[config.mk]
export PLATFORM = sky130hd
export DESIGN_NAME = wdog_lock_timer
export DESIGN_NICKNAME = d
export VERILOG_FILES = /design/src/rtl/wdog_pkg.sv /design/src/rtl/wdog_prescale.sv /design/src/rtl/wdog_downcount.sv /design/src/rtl/wdog_rst_pulse.sv /design/src/rtl/wdog_lock_timer.sv
export SDC_FILE = /design/constraint.sdc
export NUM_CORES = 1
export LEC_CHECK = 0
export ABC_AREA = 1
export BUFFER_PORTS_ARGS = -buffer_cell sky130_fd_sc_hd__buf_2
export CORE_MARGIN = 10
export CORE_UTILIZATION = 50
export DETAILED_ROUTE_END_ITERATION = 7
export PLACE_DENSITY_LB_ADDON = 0.05
export SYNTH_ARGS = -nofsm -noshare
export SYNTH_HDL_FRONTEND = slang
export SYNTH_SLANG_ARGS = --single-unit
[constraint.sdc]
create_clock -name clk -period 4.6 [get_ports clk]
set_input_delay 0.23 -clock clk [delete_from_list [all_inputs] [get_ports clk]]
set_output_delay 0.23 -clock clk [all_outputs]
set_load 0.005 [all_outputs]
[src/rtl/wdog_pkg.sv]
package wdog_pkg;
  localparam int CNT_W = 12;
  localparam logic [7:0] RESTART_KEY = 8'hA5;

  localparam logic [1:0] ADDR_CMD   = 2'd0;
  localparam logic [1:0] ADDR_SETUP = 2'd1;
  localparam logic [1:0] ADDR_STAT  = 2'd2;

  typedef struct packed {
    logic             dis;
    logic             dbg_frz;
    logic             cpu_only;
    logic             rst_en;
    logic [CNT_W-1:0] win;
    logic [CNT_W-1:0] reload;
  } setup_t;

  localparam setup_t SETUP_RESET = '{dis: 1'b0, dbg_frz: 1'b0, cpu_only: 1'b0,
                                     rst_en: 1'b1, win: '1, reload: '1};

  function automatic setup_t setup_from_word(input logic [31:0] w);
    return setup_t'(w[27:0]);
  endfunction

  function automatic logic [31:0] setup_to_word(input setup_t s);
    return {4'b0000, s};
  endfunction

  function automatic logic is_restart(input logic [31:0] w);
    return (w[31:24] == RESTART_KEY) && w[0];
  endfunction

  function automatic logic in_window(input logic [CNT_W-1:0] cnt,
                                     input logic [CNT_W-1:0] win);
    return cnt <= win;
  endfunction

  function automatic logic [31:0] status_word(input logic err, input logic uf,
                                              input logic [CNT_W-1:0] cnt);
    return {14'b0, err, uf, 4'b0000, cnt};
  endfunction
endpackage

[src/rtl/wdog_prescale.sv]
module wdog_prescale #(
  parameter int DIV = 128
) (
  input  logic clk,
  input  logic rst_n,
  input  logic slow_tick,
  output logic tick
);
  localparam int PW = (DIV > 1) ? $clog2(DIV) : 1;
  localparam logic [PW-1:0] LAST = PW'(DIV - 1);

  logic [PW-1:0] pre_q;

  assign tick = slow_tick && (pre_q == LAST);

  always_ff @(posedge clk or negedge rst_n) begin
    if (!rst_n)         pre_q <= '0;
    else if (tick)      pre_q <= '0;
    else if (slow_tick) pre_q <= pre_q + 1'b1;
  end

  assert_prescale_step_R1: assert property (@(posedge clk) disable iff (!rst_n)
    (slow_tick && !tick) |=> (pre_q == $past(pre_q) + 1'b1));
  assert_prescale_wrap_R1: assert property (@(posedge clk) disable iff (!rst_n)
    tick |=> (pre_q == '0));
endmodule

[src/rtl/wdog_downcount.sv]
module wdog_downcount #(
  parameter int W = 12
) (
  input  logic         clk,
  input  logic         rst_n,
  input  logic         tick,
  input  logic         freeze,
  input  logic         load,
  input  logic [W-1:0] load_val,
  input  logic [W-1:0] reload_val,
  output logic [W-1:0] cnt,
  output logic         underflow
);
  logic step;

  assign step      = tick && !freeze && !load;
  assign underflow = step && (cnt == '0);

  always_ff @(posedge clk or negedge rst_n) begin
    if (!rst_n)         cnt <= '1;
    else if (load)      cnt <= load_val;
    else if (underflow) cnt <= reload_val;
    else if (step)      cnt <= cnt - 1'b1;
  end

  assert_count_down_R1: assert property (@(posedge clk) disable iff (!rst_n)
    (tick && !freeze && !load && cnt != '0) |=> (cnt == $past(cnt) - 1'b1));
  assert_frozen_hold_R11: assert property (@(posedge clk) disable iff (!rst_n)
    (freeze && !load) |=> (cnt == $past(cnt)));
  assert_reload_on_zero_R2: assert property (@(posedge clk) disable iff (!rst_n)
    underflow |=> (cnt == $past(reload_val)));
endmodule

[src/rtl/wdog_rst_pulse.sv]
module wdog_rst_pulse #(
  parameter int LEN = 16
) (
  input  logic clk,
  input  logic rst_n,
  input  logic fire,
  input  logic to_cpu,
  output logic sys_rst_o,
  output logic cpu_rst_o
);
  localparam int LW = $clog2(LEN + 1);

  logic [LW-1:0] left_q;
  logic          cpu_q;
  logic          active;

  assign active    = (left_q != '0);
  assign sys_rst_o = active && !cpu_q;
  assign cpu_rst_o = active && cpu_q;

  always_ff @(posedge clk or negedge rst_n) begin
    if (!rst_n) begin
      left_q <= '0;
      cpu_q  <= 1'b0;
    end else if (fire) begin
      left_q <= LW'(LEN);
      cpu_q  <= to_cpu;
    end else if (active) begin
      left_q <= left_q - 1'b1;
    end
  end

  assert_pulse_starts_R7: assert property (@(posedge clk) disable iff (!rst_n)
    fire |=> (sys_rst_o || cpu_rst_o));
  assert_pulse_target_R7: assert property (@(posedge clk) disable iff (!rst_n)
    fire |=> (cpu_rst_o == $past(to_cpu)));
  assert_one_target_R7: assert property (@(posedge clk) disable iff (!rst_n)
    $onehot0({sys_rst_o, cpu_rst_o}));
endmodule

[src/rtl/wdog_lock_timer.sv]
module wdog_lock_timer #(
  parameter int PRESCALE  = 128,
  parameter int PULSE_LEN = 16
) (
  input  logic        clk,
  input  logic        rst_n,
  input  logic        slow_tick,
  input  logic        dbg_i,
  input  logic        wr_en,
  input  logic        rd_en,
  input  logic [1:0]  addr,
  input  logic [31:0] wdata,
  output logic [31:0] rdata,
  output logic        sys_rst_o,
  output logic        cpu_rst_o
);
  import wdog_pkg::*;

  setup_t            setup_q;
  setup_t            setup_new;
  logic              locked_q;
  logic              setup_take;
  logic              cmd_wr;
  logic              restart_req;
  logic              restart_ok;
  logic              restart_bad;
  logic              stat_rd;
  logic              tick;
  logic              freeze;
  logic              cnt_load;
  logic [CNT_W-1:0]  load_val;
  logic [CNT_W-1:0]  cnt;
  logic              uf_ev;
  logic              fire;
  logic              uf_q;
  logic              err_q;

  // register access decode
  assign setup_new   = setup_from_word(wdata);
  assign setup_take  = wr_en && (addr == ADDR_SETUP) && !locked_q;
  assign cmd_wr      = wr_en && (addr == ADDR_CMD);
  assign restart_req = cmd_wr && is_restart(wdata) && !setup_q.dis;
  assign restart_ok  = restart_req && in_window(cnt, setup_q.win);
  assign restart_bad = restart_req && !in_window(cnt, setup_q.win);
  assign stat_rd     = rd_en && (addr == ADDR_STAT);

  // counter control
  assign freeze   = setup_q.dis || (setup_q.dbg_frz && dbg_i);
  assign cnt_load = setup_take || restart_ok;
  assign load_val = setup_take ? setup_new.reload : setup_q.reload;
  assign fire     = setup_q.rst_en && (uf_ev || restart_bad);

  always_ff @(posedge clk or negedge rst_n) begin
    if (!rst_n) begin
      setup_q  <= SETUP_RESET;
      locked_q <= 1'b0;
    end else if (setup_take) begin
      setup_q  <= setup_new;
      locked_q <= 1'b1;
    end
  end

  always_ff @(posedge clk or negedge rst_n) begin
    if (!rst_n) begin
      uf_q  <= 1'b0;
      err_q <= 1'b0;
    end else begin
      if (uf_ev)            uf_q <= 1'b1;
      else if (stat_rd)     uf_q <= 1'b0;
      if (restart_bad)      err_q <= 1'b1;
      else if (stat_rd)     err_q <= 1'b0;
    end
  end

  always_comb begin
    case (addr)
      ADDR_SETUP: rdata = setup_to_word(setup_q);
      ADDR_STAT:  rdata = status_word(err_q, uf_q, cnt);
      default:    rdata = '0;
    endcase
  end

  wdog_prescale #(.DIV(PRESCALE)) u_pre (
    .clk       (clk),
    .rst_n     (rst_n),
    .slow_tick (slow_tick),
    .tick      (tick)
  );

  wdog_downcount #(.W(CNT_W)) u_cnt (
    .clk        (clk),
    .rst_n      (rst_n),
    .tick       (tick),
    .freeze     (freeze),
    .load       (cnt_load),
    .load_val   (load_val),
    .reload_val (setup_q.reload),
    .cnt        (cnt),
    .underflow  (uf_ev)
  );

  wdog_rst_pulse #(.LEN(PULSE_LEN)) u_pulse (
    .clk       (clk),
    .rst_n     (rst_n),
    .fire      (fire),
    .to_cpu    (setup_q.cpu_only),
    .sys_rst_o (sys_rst_o),
    .cpu_rst_o (cpu_rst_o)
  );

  assert_setup_frozen_R3: assert property (@(posedge clk) disable iff (!rst_n)
    locked_q |=> $stable(setup_q));
  assert_uf_flag_R2: assert property (@(posedge clk) disable iff (!rst_n)
    uf_ev |=> uf_q);
  assert_err_flag_R6: assert property (@(posedge clk) disable iff (!rst_n)
    restart_bad |=> (err_q && cnt == $past(cnt)));
  assert_read_clears_R10: assert property (@(posedge clk) disable iff (!rst_n)
    (stat_rd && !uf_ev && !restart_bad) |=> (!uf_q && !err_q));
  assert_disabled_quiet_R8: assert property (@(posedge clk) disable iff (!rst_n)
    setup_q.dis |-> !fire);
  assert_bad_key_R5: assert property (@(posedge clk) disable iff (!rst_n)
    (cmd_wr && !is_restart(wdata) && !tick) |=> (cnt == $past(cnt)));
endmodule

==> key figures <==
Status
  – Status: finished, final reports clean

Place
  – Dpl hpwl: 6820 µm
  – DP Cell Count: 600
  – Port Buf Inserts: ~70
  – RePlAce Congestion: 0.797

Clock network
  – CTS max path bufs: 2
  – CTS tree: done
  – Hold_buf cts: 0
  – # resized after CTS: 0
  – Root buf cell: clkbuf_8
  – CTS H-tree lvls: 2
  – Total CTS buffers: 5
  – Clk slew on worst S/H paths: 0.10 ns
  – Clk sinks: 56
  – Clock insertion delay at the later pin of the skew report: 0.31 ns
  – Setup Buffers After CTS: 0

STA
  – Final Hold Vio Count: 0
  – Fin Setup TNS: 0 ns
  – RSZ-0062 raised after global routing: false
  – Maximum clock frequency: 0.454 GHz
  – Max-slew violation count: 0
  – # setup viols final: 0
  – Worst slew margin: 44.8%
  – Hold_ws: a little over 0.04 ns
  – Fin crit period: around 2.2 ns
  – Clock Skew: 0.00531 ns
  – Tcrit/Tclk final: 47.8%
  – Least-Margin Pin Slew: about 0.83 ns

Route
  – DR vias/cell: just over 5
  – DRC: 0
  – Vias post-DR: between 3000 and 4000
  – Total Wirelength: 8920 µm
  – Drt pass-1 iters: 4
  – Antenna Nets Post-Route: 0
  – WL per Instance: 14.7 µm
  – Initial DRC Count: 119

Synthesis
  – Synth unique cells: 39
  – Main synth FF type: dfstp_2
  – Sequential area share after synthesis: 39.4%
  – Yosys warnings: 0
  – Cell count after synthesis: between 400 and 500
  – Yosys reg bits: 56
  – Asr flop ratio synth: 100%
  – Avg Inst Size Synth: a little over 8 µm²
  – Top cell type's share of synthesized area: 26.4%
  – EDFF count, synth: 0
  – Synthesized area: 3680 µm²
  – Area contributors post-synth: dfstp_2 (26%), dfrtp_1 (13%), nand2_1 (8.2%), inv_1 (6.7%), ha_1 (6.5%)
  – Synth area leader: dfstp_2

Finish
  – Fillers: 731
  – Multi-input gate area: 1850 µm²
  – Commonest non-fill, non-tap cells in the layout: nand2_1 (80), buf_2 (69), inv_1 (66)
  – Area delta synth->final: 12.3%
  – Non-filler cells, final: 608
  – Reg area: about 1400 µm²
  – Nets: 567
  – Antenna Cells: 0
  – Layout cells sized above 1: 31.2%
  – Commonest non-fill, non-tap cell in the layout: nand2_1

Setup path
  – Crit path required time: 4.86 ns
  – CP Max Fanout: 14
  – Worst setup EP type: flip-flop
  – CP Launch Type: flip-flop
  – CP Data Arrival Time: 2.46 ns
  – Critical path class: reg -> reg

Die
  – Die W: 106 µm
  – Die height: 106 µm
  – DIE AREA: 11200 µm²
  – Core Box Area: 7210 µm²
  – Initial Utilization: around half
  – FP Rows: 31
  – I/O pin count: 74

Power and ir drop
  – Cell area power density: 224 nW/µm²
  – VDD IR max: 117 µV
  – Leakage: 2.29 nW
  – Pwr Total: slightly above 0.9 mW

Global routing
  – Gr usage total: 16.4%
  – Overflow after GRT: 0
  – Number of antenna violations at the first check in global routing: 0
  – Vias in the first global route: about 3200
  – Largest net degree at the start of global routing: 57
  – First-pass GRT wire length: 15400 µm

Job
  – Total of max-cap violations: 0

Hold path
  – Worst hold path type: in -> async
synth_stat cells, types with 2 or more instances:
cell type and instances:
dfstp_2 37, o21ai_1 4, xor2_1 12, inv_2 2, nor2_8 2, nand2_2 5, xnor2_1 3, nor3_1 5
inv_1 66, nor2_4 3, nand3_2 11, o22ai_1 8, nor2_2 2, nor2_1 49, nand2_1 80, mux2_2 6
a21oi_1 29, buf_6 3, o21ai_0 18, o211ai_2 7, buf_4 4, buf_2 7, nand3_1 19, clkbuf_1 5
ha_1 19, dfrtp_1 19, nand4_1 11
routing by layer:
layer	routed length, µm	GRT usage [%]	up-vias
met3	528	4.51	6
met5	0	0	-
met1	4030	20.5	1476
met2	4300	28.0	64
met4	69	2.90	0
li1	-	-	1552
power breakdown:
part	total (mW)	internal, mW	switching, mW	leakage (nW)
logic	0.0990	0.0428	0.0561	1.62
clock network	0.288	0.123	0.165	0.0445
registers	0.540	0.515	0.0242	0.630
worst max-delay path, cell delays in order, from the launching register on:
cell and delay, ns:
dfstp_2 0.53, inv_1 0.06, ha_1 0.29, nand2_1 0.08, inv_2 0.05, nand2_2 0.05, nor2_2 0.12, nand2_1 0.08
nand3_2 0.06, nand2_2 0.06, nand2_2 0.09, nand2_4 0.15, nor2_4 0.31, nand2_1 0.12, nand3_2 0.09
cell families after synthesis:
group | share of synthesized area (%)
other | 0.102
and+or+nand+nor | 26.9
DFF | 39.4
xor gates and xnor gates | 3.57
buffers and inverters | 10.6
muxes | 1.84
AOI/OAI and AO/OA | 11.1
adders and majority gates | 6.46
cell type report:
cell class                 count  share of cell area, %
clock inverter                 1                  0.182
inverter                      68                   6.18
tap                           99                   3.00
timing repair buffer          71                   8.72
clock buffer                   7                   2.09
sequential                    56                   35.1
multi-input combinational    306                   44.8
per-stage QoR:
step	setup slack [ns]	utilization, %	cell area (µm²)
finish	2.40	57.2	4130
global route	2.14	57.2	4130
CTS	2.38	57.2	4130
detailed placement	2.30	55.9	4040
global placement	2.37	55.9	4040
floorplan	2.73	-	3690
final timing paths:
check | cells past startpoint | from | endpoint | slack, ns
max in group asynchronous | 2 | rst_n | u_pulse.left_q[3] | 4.09
min in group clk | 3 | wdata[18] | setup_q[18] | 0.14
worst min register to register | 1 | u_pre.pre_q[6] | u_pre.pre_q[6] | 0.48
worst max register to register | 14 | setup_q[23] | u_cnt.cnt[11] | 2.40
worst max-delay path | 14 | setup_q[23] | u_cnt.cnt[11] | 2.40
worst min-delay path | 2 | rst_n | u_pre.pre_q[1] | 0.04
sequential cells by signal (all words and copies together), names as in the netlist:
register	cells
err_q	1
locked_q	1
setup_q	28
u_cnt.cnt	12
u_pre.pre_q	7
u_pulse.cpu_q	1
u_pulse.left_q	5
uf_q	1
No activity file was read; power rests on OpenSTA's default activity.
